===== config.mk =====
export PLATFORM = sky130hd
export DESIGN_NAME = profile_feature_extractor
export DESIGN_NICKNAME = d
export VERILOG_FILES = /design/src/rtl/pfe_pkg.sv /design/src/rtl/pfe_height_unit.sv /design/src/rtl/pfe_length_unit.sv /design/src/rtl/pfe_axle_unit.sv /design/src/rtl/profile_feature_extractor.sv
export SDC_FILE = /design/constraint.sdc
export NUM_CORES = 1
export LEC_CHECK = 0
export BUFFER_PORTS_ARGS = -buffer_cell sky130_fd_sc_hd__buf_2
export CORE_UTILIZATION = 45
export CTS_CLUSTER_SIZE = 30
export DETAILED_ROUTE_END_ITERATION = 6
export GPL_TIMING_DRIVEN = 0
export HOLD_SLACK_MARGIN = 0.05
export PLACE_DENSITY = 0.72
export REMOVE_ABC_BUFFERS = 1
export SETUP_SLACK_MARGIN = 0.3
export SLEW_MARGIN = 40
export SYNTH_ARGS = -nofsm -noshare
export SYNTH_HDL_FRONTEND = slang
export SYNTH_SLANG_ARGS = --single-unit

===== constraint.sdc =====
create_clock -name clk -period 4.3 [get_ports clk]
set_input_delay 0.86 -clock clk [delete_from_list [all_inputs] [get_ports clk]]
set_output_delay 0.86 -clock clk [all_outputs]
set_load 0.005 [all_outputs]

===== src/rtl/pfe_pkg.sv =====
package pfe_pkg;

   // Progress of the axle spacing measurement within one vehicle
   typedef enum logic [1:0] {
      SPAN_WAIT  = 2'd0,  // no axle yet
      SPAN_COUNT = 2'd1,  // first axle seen, counting columns
      SPAN_HELD  = 2'd2   // second axle seen, spacing frozen
   } span_phase_e;

endpackage


===== src/rtl/pfe_height_unit.sv =====
module pfe_height_unit #(
   parameter int NUM_SENSORS = 10,
   parameter int HEIGHT_W    = $clog2(NUM_SENSORS + 1)
) (
   input  logic                   clk,
   input  logic                   rst_n,
   input  logic                   clear,
   input  logic                   en,
   input  logic [NUM_SENSORS-1:0] col,
   output logic [HEIGHT_W-1:0]    peak
);

   // Per-position candidate heights; the highest set bit wins
   logic [HEIGHT_W-1:0] cand [NUM_SENSORS];
   logic [HEIGHT_W-1:0] col_height;

   for (genvar g = 0; g < NUM_SENSORS; g++) begin : g_cand
      assign cand[g] = col[g] ? HEIGHT_W'(g + 1) : '0;
   end

   always_comb begin
      col_height = '0;
      for (int i = 0; i < NUM_SENSORS; i++) begin
         if (cand[i] > col_height) col_height = cand[i];
      end
   end

   always_ff @(posedge clk or negedge rst_n) begin
      if (!rst_n) begin
         peak <= '0;
      end else if (clear) begin
         peak <= '0;
      end else if (en && (col_height > peak)) begin
         peak <= col_height;
      end
   end

endmodule


===== src/rtl/pfe_length_unit.sv =====
module pfe_length_unit #(
   parameter int LEN_W = 12
) (
   input  logic             clk,
   input  logic             rst_n,
   input  logic             clear,
   input  logic             en,
   input  logic             occupied,
   output logic [LEN_W-1:0] count
);

   localparam logic [LEN_W-1:0] LEN_TOP = '1;

   always_ff @(posedge clk or negedge rst_n) begin
      if (!rst_n) begin
         count <= '0;
      end else if (clear) begin
         count <= '0;
      end else if (en && occupied && (count != LEN_TOP)) begin
         count <= count + 1'b1;
      end
   end

endmodule


===== src/rtl/pfe_axle_unit.sv =====
module pfe_axle_unit
   import pfe_pkg::*;
#(
   parameter int AXLE_W = 4,
   parameter int DIST_W = 8
) (
   input  logic              clk,
   input  logic              rst_n,
   input  logic              clear,
   input  logic              en,
   input  logic              bottom,
   output logic [AXLE_W-1:0] axles,
   output logic [DIST_W-1:0] spacing
);

   localparam logic [AXLE_W-1:0] AXLE_TOP = '1;
   localparam logic [DIST_W-1:0] DIST_TOP = '1;

   logic              prev_bottom;
   span_phase_e       phase;
   logic [DIST_W-1:0] span_cnt;
   logic [DIST_W-1:0] span_next;
   logic              contact;

   assign contact   = bottom && !prev_bottom;
   assign span_next = (span_cnt == DIST_TOP) ? DIST_TOP : span_cnt + 1'b1;

   always_ff @(posedge clk or negedge rst_n) begin
      if (!rst_n) begin
         prev_bottom <= 1'b0;
         axles       <= '0;
         phase       <= SPAN_WAIT;
         span_cnt    <= '0;
         spacing     <= '0;
      end else if (clear) begin
         prev_bottom <= 1'b0;
         axles       <= '0;
         phase       <= SPAN_WAIT;
         span_cnt    <= '0;
         spacing     <= '0;
      end else if (en) begin
         prev_bottom <= bottom;
         if (contact && (axles != AXLE_TOP)) axles <= axles + 1'b1;
         unique case (phase)
            SPAN_WAIT: begin
               if (contact) begin
                  phase    <= SPAN_COUNT;
                  span_cnt <= '0;
               end
            end
            SPAN_COUNT: begin
               if (contact) begin
                  spacing <= span_next;
                  phase   <= SPAN_HELD;
               end else begin
                  span_cnt <= span_next;
               end
            end
            default: ;
         endcase
      end
   end

endmodule


===== src/rtl/profile_feature_extractor.sv =====
module profile_feature_extractor #(
   parameter int  NUM_SENSORS = 10,
   parameter int  LEN_W       = 12,
   parameter int  AXLE_W      = 4,
   parameter int  DIST_W      = 8,
   localparam int HEIGHT_W    = $clog2(NUM_SENSORS + 1)
) (
   input  logic                   clk,
   input  logic                   rst_n,
   input  logic                   vehicle_start,
   input  logic                   col_valid,
   input  logic [NUM_SENSORS-1:0] col_bits,
   output logic [HEIGHT_W-1:0]    max_height,
   output logic [LEN_W-1:0]       length,
   output logic [AXLE_W-1:0]      axle_count,
   output logic [DIST_W-1:0]      axle_distance
);

   // Elaboration-time parameter checks
   if (NUM_SENSORS < 2) begin : g_bad_sensors
      $error("NUM_SENSORS must be at least 2");
   end
   if (LEN_W < 2) begin : g_bad_len
      $error("LEN_W must be at least 2");
   end
   if (AXLE_W < 1) begin : g_bad_axle
      $error("AXLE_W must be at least 1");
   end
   if (DIST_W < 2) begin : g_bad_dist
      $error("DIST_W must be at least 2");
   end

   logic col_occupied;
   assign col_occupied = |col_bits;

   pfe_height_unit #(
      .NUM_SENSORS (NUM_SENSORS),
      .HEIGHT_W    (HEIGHT_W)
   ) u_height (
      .clk   (clk),
      .rst_n (rst_n),
      .clear (vehicle_start),
      .en    (col_valid),
      .col   (col_bits),
      .peak  (max_height)
   );

   pfe_length_unit #(
      .LEN_W (LEN_W)
   ) u_length (
      .clk      (clk),
      .rst_n    (rst_n),
      .clear    (vehicle_start),
      .en       (col_valid),
      .occupied (col_occupied),
      .count    (length)
   );

   pfe_axle_unit #(
      .AXLE_W (AXLE_W),
      .DIST_W (DIST_W)
   ) u_axle (
      .clk     (clk),
      .rst_n   (rst_n),
      .clear   (vehicle_start),
      .en      (col_valid),
      .bottom  (col_bits[0]),
      .axles   (axle_count),
      .spacing (axle_distance)
   );

endmodule


==> results of run 1 <==
## metrics by stage
step / util, % / TNS (ns) / area (um2) / worst slack (ns) / cells
4_1_cts: 59.3 / -7.71 / 3290 / -1.98 / 438
2_1_floorplan: - / -8.58 / 2590 / -2.25 / 294
5_1_grt: 62.0 / -9.01 / 3430 / -2.29 / 444
3_3_place_gp: 52.1 / -11.46 / 2890 / -2.95 / 407
6_report: 62.0 / -8.29 / 3430 / -2.11 / 444
3_5_place_dp: 52.4 / -11.70 / 2900 / -3.01 / 407
## path summary, 6_finish.rpt
check                              startpoint  slack (ns)                  to  depth (start not counted)
setup reg to reg           u_axle.prev_bottom        2.14  u_axle.span_cnt[2]                          7
setup / recovery                  col_bits[0]       -2.11    u_height.peak[3]                         31
hold / removal              u_axle.spacing[6]        0.52   u_axle.spacing[6]                          2
hold reg to reg             u_axle.spacing[6]        0.52   u_axle.spacing[6]                          2
max in group asynchronous               rst_n        3.44    u_height.peak[3]                          1
min in group asynchronous               rst_n        0.53   u_axle.spacing[7]                          1
## what timing repair did
action	in CTS	in global routing
resized for setup	20	17
setup endpoints to repair	4	4
buffers inserted	23	6
pin swaps	20	12
## cell usage in the layout, fill, tap and decap left out, types with 3 or more instances in the layout
cell type and instances:
buf_2 39, inv_2 4, nand2_1 20, buf_4 28, dfrtp_1 39, ha_1 21
a21oi_1 17, clkbuf_8 6, nor3_1 4, nand3_1 13, xnor2_1 9, ha_4 4
xor2_1 7, or3_1 7, a31oi_1 3, o21ai_0 14, o211ai_1 3, inv_1 24
nand4_1 3, nor4_1 3, mux2i_1 5, and3_1 7, nor2_1 39
## logic make-up after synthesis
family	share of synthesized area [%]
DFF	37.4
adders and majority gates	12.0
xor gates and xnor gates	5.37
AOI/OAI and AO/OA	16.5
muxes	2.35
buffers and inverters	4.74
and+or+nand+nor	21.7
## power by group through the flow
stage	combinational, W	clock [W]	sequential, W
6_report	0.000312	0.000265	0.000395
5_1_grt	0.000337	0.000286	0.000397
3_3_place_gp	0.000181	0	0.000401
2_1_floorplan	0.000124	0	0.000401
3_5_place_dp	0.000187	0	0.000402
4_1_cts	0.000249	0.000272	0.000395
## critical path: cells and delay by family
kind                     cells  cell delay, ns
AO/OA/AOI/OAI               12            2.38
adder cells (fa/ha/maj)      5            1.41
buffers and inverters        5            0.40
multiplexers                 3            0.57
AND/OR/NAND/NOR              6            0.99
## per-layer routing
| metal | vias to the layer above | part of all wire [%] |
|---|---|---|
| met2 | 79 | 49 |
| li1 | 1196 | - |
| met3 | 24 | 4.1 |
| met5 | - | 0 |
| met1 | 1167 | 44 |
| met4 | 0 | 2.9 |
## sequential cells by signal, summed over array words and instances (netlist names)
name,flops
u_axle.axles,4
u_length.count,12
u_axle.phase,2
u_axle.prev_bottom,1
u_height.peak,4
u_axle.spacing,8
u_axle.span_cnt,8
## layout make-up
type	count	area, um2
Fill cell	480	2110
Multi-Input combinational cell	227	1720
Sequential cell	39	976
Timing Repair Buffer	70	443
Inverter	28	105
Tap cell	72	90.1
Clock buffer	6	82.6
Clock inverter	2	16.3
==> summary.md, run 1 <==
| Metric | Value |
|---|---|
| Status | finished, violations left |
| Failing checks | negative setup slack |
| Vias | 2466 |
| Worst Path Max Fanout | 5 |
| Share of cells above drive strength 1 | 29.8% |
| Synth top cells by count | dfrtp_1 (39), nor2_1 (39), inv_1 (28) |
| First-pass GRT wire length | 10500 um |
| Port Buf Inserts | 41 |
| Synth async-reset ratio | 100% |
| CTS clk-pin slew, worst paths | 0.08 ns |
| Sink Count | 39 |
| Area contributors post-synth | dfrtp_1 (37%), ha_1 (12%), nor2_1 (5.6%) |
| Vias in the first global route | 2370 |
| Total CTS buffers | 5 |
| Sw frac | 32.2% |
| Die area | 6110 um2 |
| YS warnings | 0 |
| Cells after Synth | 299 |
| Setup Viol. Count Final | 4 |
| Grt met1 use | 26.8% |
| Final Hold Violating Endpoints | 0 |
| CTS tree | yes |
| Worst slew margin | 49.2% |
| Synth unique cells | 47 |
| GR Layer Usage met2 | 37.7% |
| Post-synth EDFFs | 0 |
| Pwr Density | 283 nW/um2 |
| Clock tree buffer depth | 2 |
| Gr busiest metal | met2 |
| Final worst slack | -2.11 ns |
| Area leader, netlist | dfrtp_1 |
| P_int | 0.000658 W |
| DR iter-0 viols | 169 |
| Io pins | 42 |
| Clk root buf | clkbuf_8 |
| Unrepaired setup endpoints after global routing | yes |
| Slew @ Worst Pin | 0.759 ns |
| CP max stage delay | 0.37 ns |
| Fin Hold WS | 0.519 ns |
| Setup Skew | 0.00717 ns |
| GRT Overall Usage | 21.6% |
| Worst-Skew Late Latency | 0.30 ns |
| Die Span X | 78.2 um |
| Synth top area share | 37.4% |
| Average vias per placed instance | 5.55 |
| Synthesized area per cell | 8.73 um2 |
| Worst setup path category | in2reg |
| Maximum vdd drop | 196 uV |
| Critical path launch point type | primary input |
| Htree depth | 2 |
| Clock network power share | 27.3% |
| Worst Setup End Kind | flop |
| Switching pwr | 0.000313 W |
| Routed WL | 6730 um |
| Slew Limit Fails | 0 |
| WP data required | 4.51 ns |
| FMAX | 156 MHz |
| Leak | 1.65 nW |
| Arrival @ worst endpoint | 6.62 ns |
| Ant diodes | 0 |
| Final GP Congestion | 0.856 |
| Met3 GRT Util | 3.60% |
| Largest net degree at the start of global routing | 40 |
| Min Tclk post-route | 6.41 ns |
| FF+latch count, synth | 39 |
| Nets | 410 |
| Dpl hpwl | 3970 um |
| Worst hold path type | reg2reg |
| Crit-path slowest cell | o31a_4 |
| Num rows | 27 |
| Total grt overflow | 0 |
| Post-synthesis sequential area ratio | 37.4% |
| Sequential power share | 40.6% |
| Cts hold-fix bufs | 0 |
| Die height | 78.2 um |
| Mapped cell area | 2610 um2 |
| Max cap viols | 0 |
| First-pass DRT Iterations | 4 |
| Comb pwr share | 32.1% |
| Final worst-path cycle share | 149% |
| Post-synth top flop | dfrtp_1 |
| Initial Util | 47.1% |
| Initial antenna violation count | 0 |
| Pwr Total | 0.000972 W |
| WL/cell | 15.2 um |
| Drt drc | 0 |
| Routed Antenna Nets | 0 |
| CORE AREA | 5540 um2 |
| P&R area growth vs syn | 31.5% |
(Power assumes the default switching activity.)
==> run 2, diff against run 1 <==
Settings changed: GPL_TIMING_DRIVEN 0 to default, RECOVER_POWER from default to 25.
==> run 2 against run 1 <==
Compared with the run above: the run ends with max-capacitance violations, max-slew violations, negative setup slack left; largest power group unchanged; highest routed layer unchanged; sequential power about the same; non-clock buffer count rose by 26; critical path type unchanged; clock power shrank 7.9%.
==> summary.md, run 2 (synthesis results as in run 1) <==
| Metric | Value |
|---|---|
| CTS clk-pin slew, worst paths | 0.08 ns |
| Slew @ Worst Pin | 2.03 ns |
| Wl on met1 | 3040 um |
| Unrepaired setup endpoints after global routing | yes |
| Vias | 2559 |
| Area post-placement | 3190 um2 |
| Total CTS buffers | 5 |
| First-pass DRT Iterations | 5 |
| Total grt overflow | 0 |
| Die area | 6110 um2 |
| Worst Path Max Fanout | 5 |
| Worst hold path type | reg2reg |
| Final worst slack | -2.06 ns |
| Leak | 1.77 nW |
| Routed WL | 6660 um |
| Final worst-path cycle share | 148% |
| FMAX | 157 MHz |
| First-pass GRT wire length | 11100 um |
| Routed wl met2 | 3210 um |
| Most frequent cells in the layout | buf_4 (51), nor2_1 (39), buf_2 (39), dfrtp_1 (39), inv_1 (22) |
| Design area | 3620 um2 |
| DR iter-0 viols | 148 |
| Io pins | 42 |
| Ant diodes | 0 |
| Num rows | 27 |
| Nets | 436 |
| Final Hold Violating Endpoints | 0 |
| Largest Register | u_length.count |
| Maximum vdd drop | 191 uV |
| Clock tree buffer depth | 2 |
| Final GP Congestion | 0.859 |
| Share of cells above drive strength 1 | 36.2% |
| Sink Count | 39 |
| Crit-path slowest cell | o31a_4 |
| Pwr Density | 265 nW/um2 |
| Top routing layer used | met4 |
| Min Tclk post-route | 6.36 ns |
| Worst-Skew Late Latency | 0.28 ns |
| Die height | 78.2 um |
| Crit path top cell by count | buf_4 |
| Worst setup path category | in2reg |
| Vias in the first global route | 2451 |
| WP data required | 4.50 ns |
| Commonest non-fill, non-tap cell in the layout | buf_4 |
| Average vias per placed instance | 5.44 |
| Number of flip-flops in the largest register | 12 |
| Routed Antenna Nets | 0 |
| Fin Hold WS | 0.524 ns |
| Setup Skew | 0.00316 ns |
| CORE AREA | 5540 um2 |
| Biggest regs | u_length.count x12, u_axle.spacing x8, u_axle.span_cnt x8 |
| Port Buf Inserts | 41 |
| Arrival @ worst endpoint | 6.56 ns |
| P&R area growth vs syn | 38.5% |
| Initial antenna violation count | 0 |
| Initial Util | 47.1% |
| Max cap viols | 1 |
| Critical path launch point type | primary input |
| Worst slew margin | -35.1% |
| CP max stage delay | 0.38 ns |
| Drt drc | 0 |
| Largest net degree at the start of global routing | 40 |
| Worst Setup End Kind | flop |
| Slew Limit Fails | 40 |
| WL/cell | 14.2 um |
| Status | finished, violations left |
| Failing checks | max-capacitance violations, max-slew violations, negative setup slack |
| Dpl hpwl | 4380 um |
| Die Span X | 78.2 um |
| Setup Viol. Count Final | 4 |
| GRT Overall Usage | 22.8% |
| CTS tree | yes |
| Htree depth | 2 |
| Clk root buf | clkbuf_8 |
| Routed wire length on met3 | 270 um |
[run 2: cell types whose count changed in the layout (fill, tap and decap cells not counted), moves of 2 or more]
| cell | change |
|---|---|
| inv_2 | +2 |
| buf_4 | +23 |
| buf_6 | +3 |
| a21oi_2 | +2 |
| a21oi_1 | -2 |
| inv_1 | -2 |
[run 2: per-stage QoR]
step / worst slack (ns) / util, % / power (W) / TNS (ns) / instances
6_report: -2.06 / 65.3 / 0.000960 / -7.99 / 470
5_1_grt: -2.26 / 65.3 / 0.00102 / -8.83 / 470
4_1_cts: -2.04 / 62.8 / 0.000917 / -7.81 / 468
3_5_place_dp: -2.58 / 57.5 / 0.000638 / -10.09 / 446
3_3_place_gp: -2.33 / 57.4 / 0.000628 / -9.19 / 446
2_1_floorplan: -2.25 / - / 0.000525 / -8.58 / 294
[run 2: timing repair]
| item | CTS | global route |
|---|---|---|
| endpoints found under the setup margin | 4 | 4 |
| endpoints found under the hold margin | 0 | 0 |
| pin swaps | 21 | 23 |
| gates resized for setup | 16 | 27 |
| setup buffers | 14 | 2 |
| hold buffers | 0 | 0 |
[run 2: path summary, 6_finish.rpt]
kind / slack [ns] / start / cells past startpoint / to
max: -2.06 / col_bits[0] / 39 / u_height.peak[1]
min: 0.52 / u_axle.spacing[4] / 2 / u_axle.spacing[4]
max reg2reg: 2.09 / u_length.count[6] / 8 / u_length.count[11]
min reg2reg: 0.52 / u_axle.spacing[4] / 2 / u_axle.spacing[4]
max in group asynchronous: 2.00 / rst_n / 1 / u_length.count[0]
min in group asynchronous: 1.15 / rst_n / 1 / u_axle.prev_bottom
[run 2: routing by layer]
layer  global-route usage (%)  vias up
li1                         -     1249
met1                     29.2     1222
met3                     4.65       16
met5                        0        -
met2                     38.9       72
met4                     6.11        0
[run 2: area by class of cell]
class,instances,area [um2]
sequential,39,976
multi-input combinational,227,1720
clock inverter,3,20.0
inverter,28,105
fill,466,1920
clock buffer,5,68.8
timing repair buffer,96,638
tap,72,90.1
[run 2: worst max-delay path, delay by kind of cell]
| kind | cells | cell delay, ns |
|---|---|---|
| buffers and inverters | 13 | 1.41 |
| AND/OR/NAND/NOR | 6 | 0.65 |
| adder cells (fa/ha/maj) | 4 | 0.95 |
| AO/OA/AOI/OAI | 14 | 2.27 |
| multiplexers | 2 | 0.40 |
[run 2: power by group]
| part | internal [W] | total, W | leakage [nW] | switching [W] |
|---|---|---|---|---|
| clock | 0.000113 | 0.000244 | 0.0402 | 0.000131 |
| sequential | 0.000381 | 0.000395 | 0.538 | 0.0000135 |
| combinational | 0.000161 | 0.000322 | 1.19 | 0.000161 |
| total | 0.000655 | 0.000960 | 1.77 | 0.000305 |
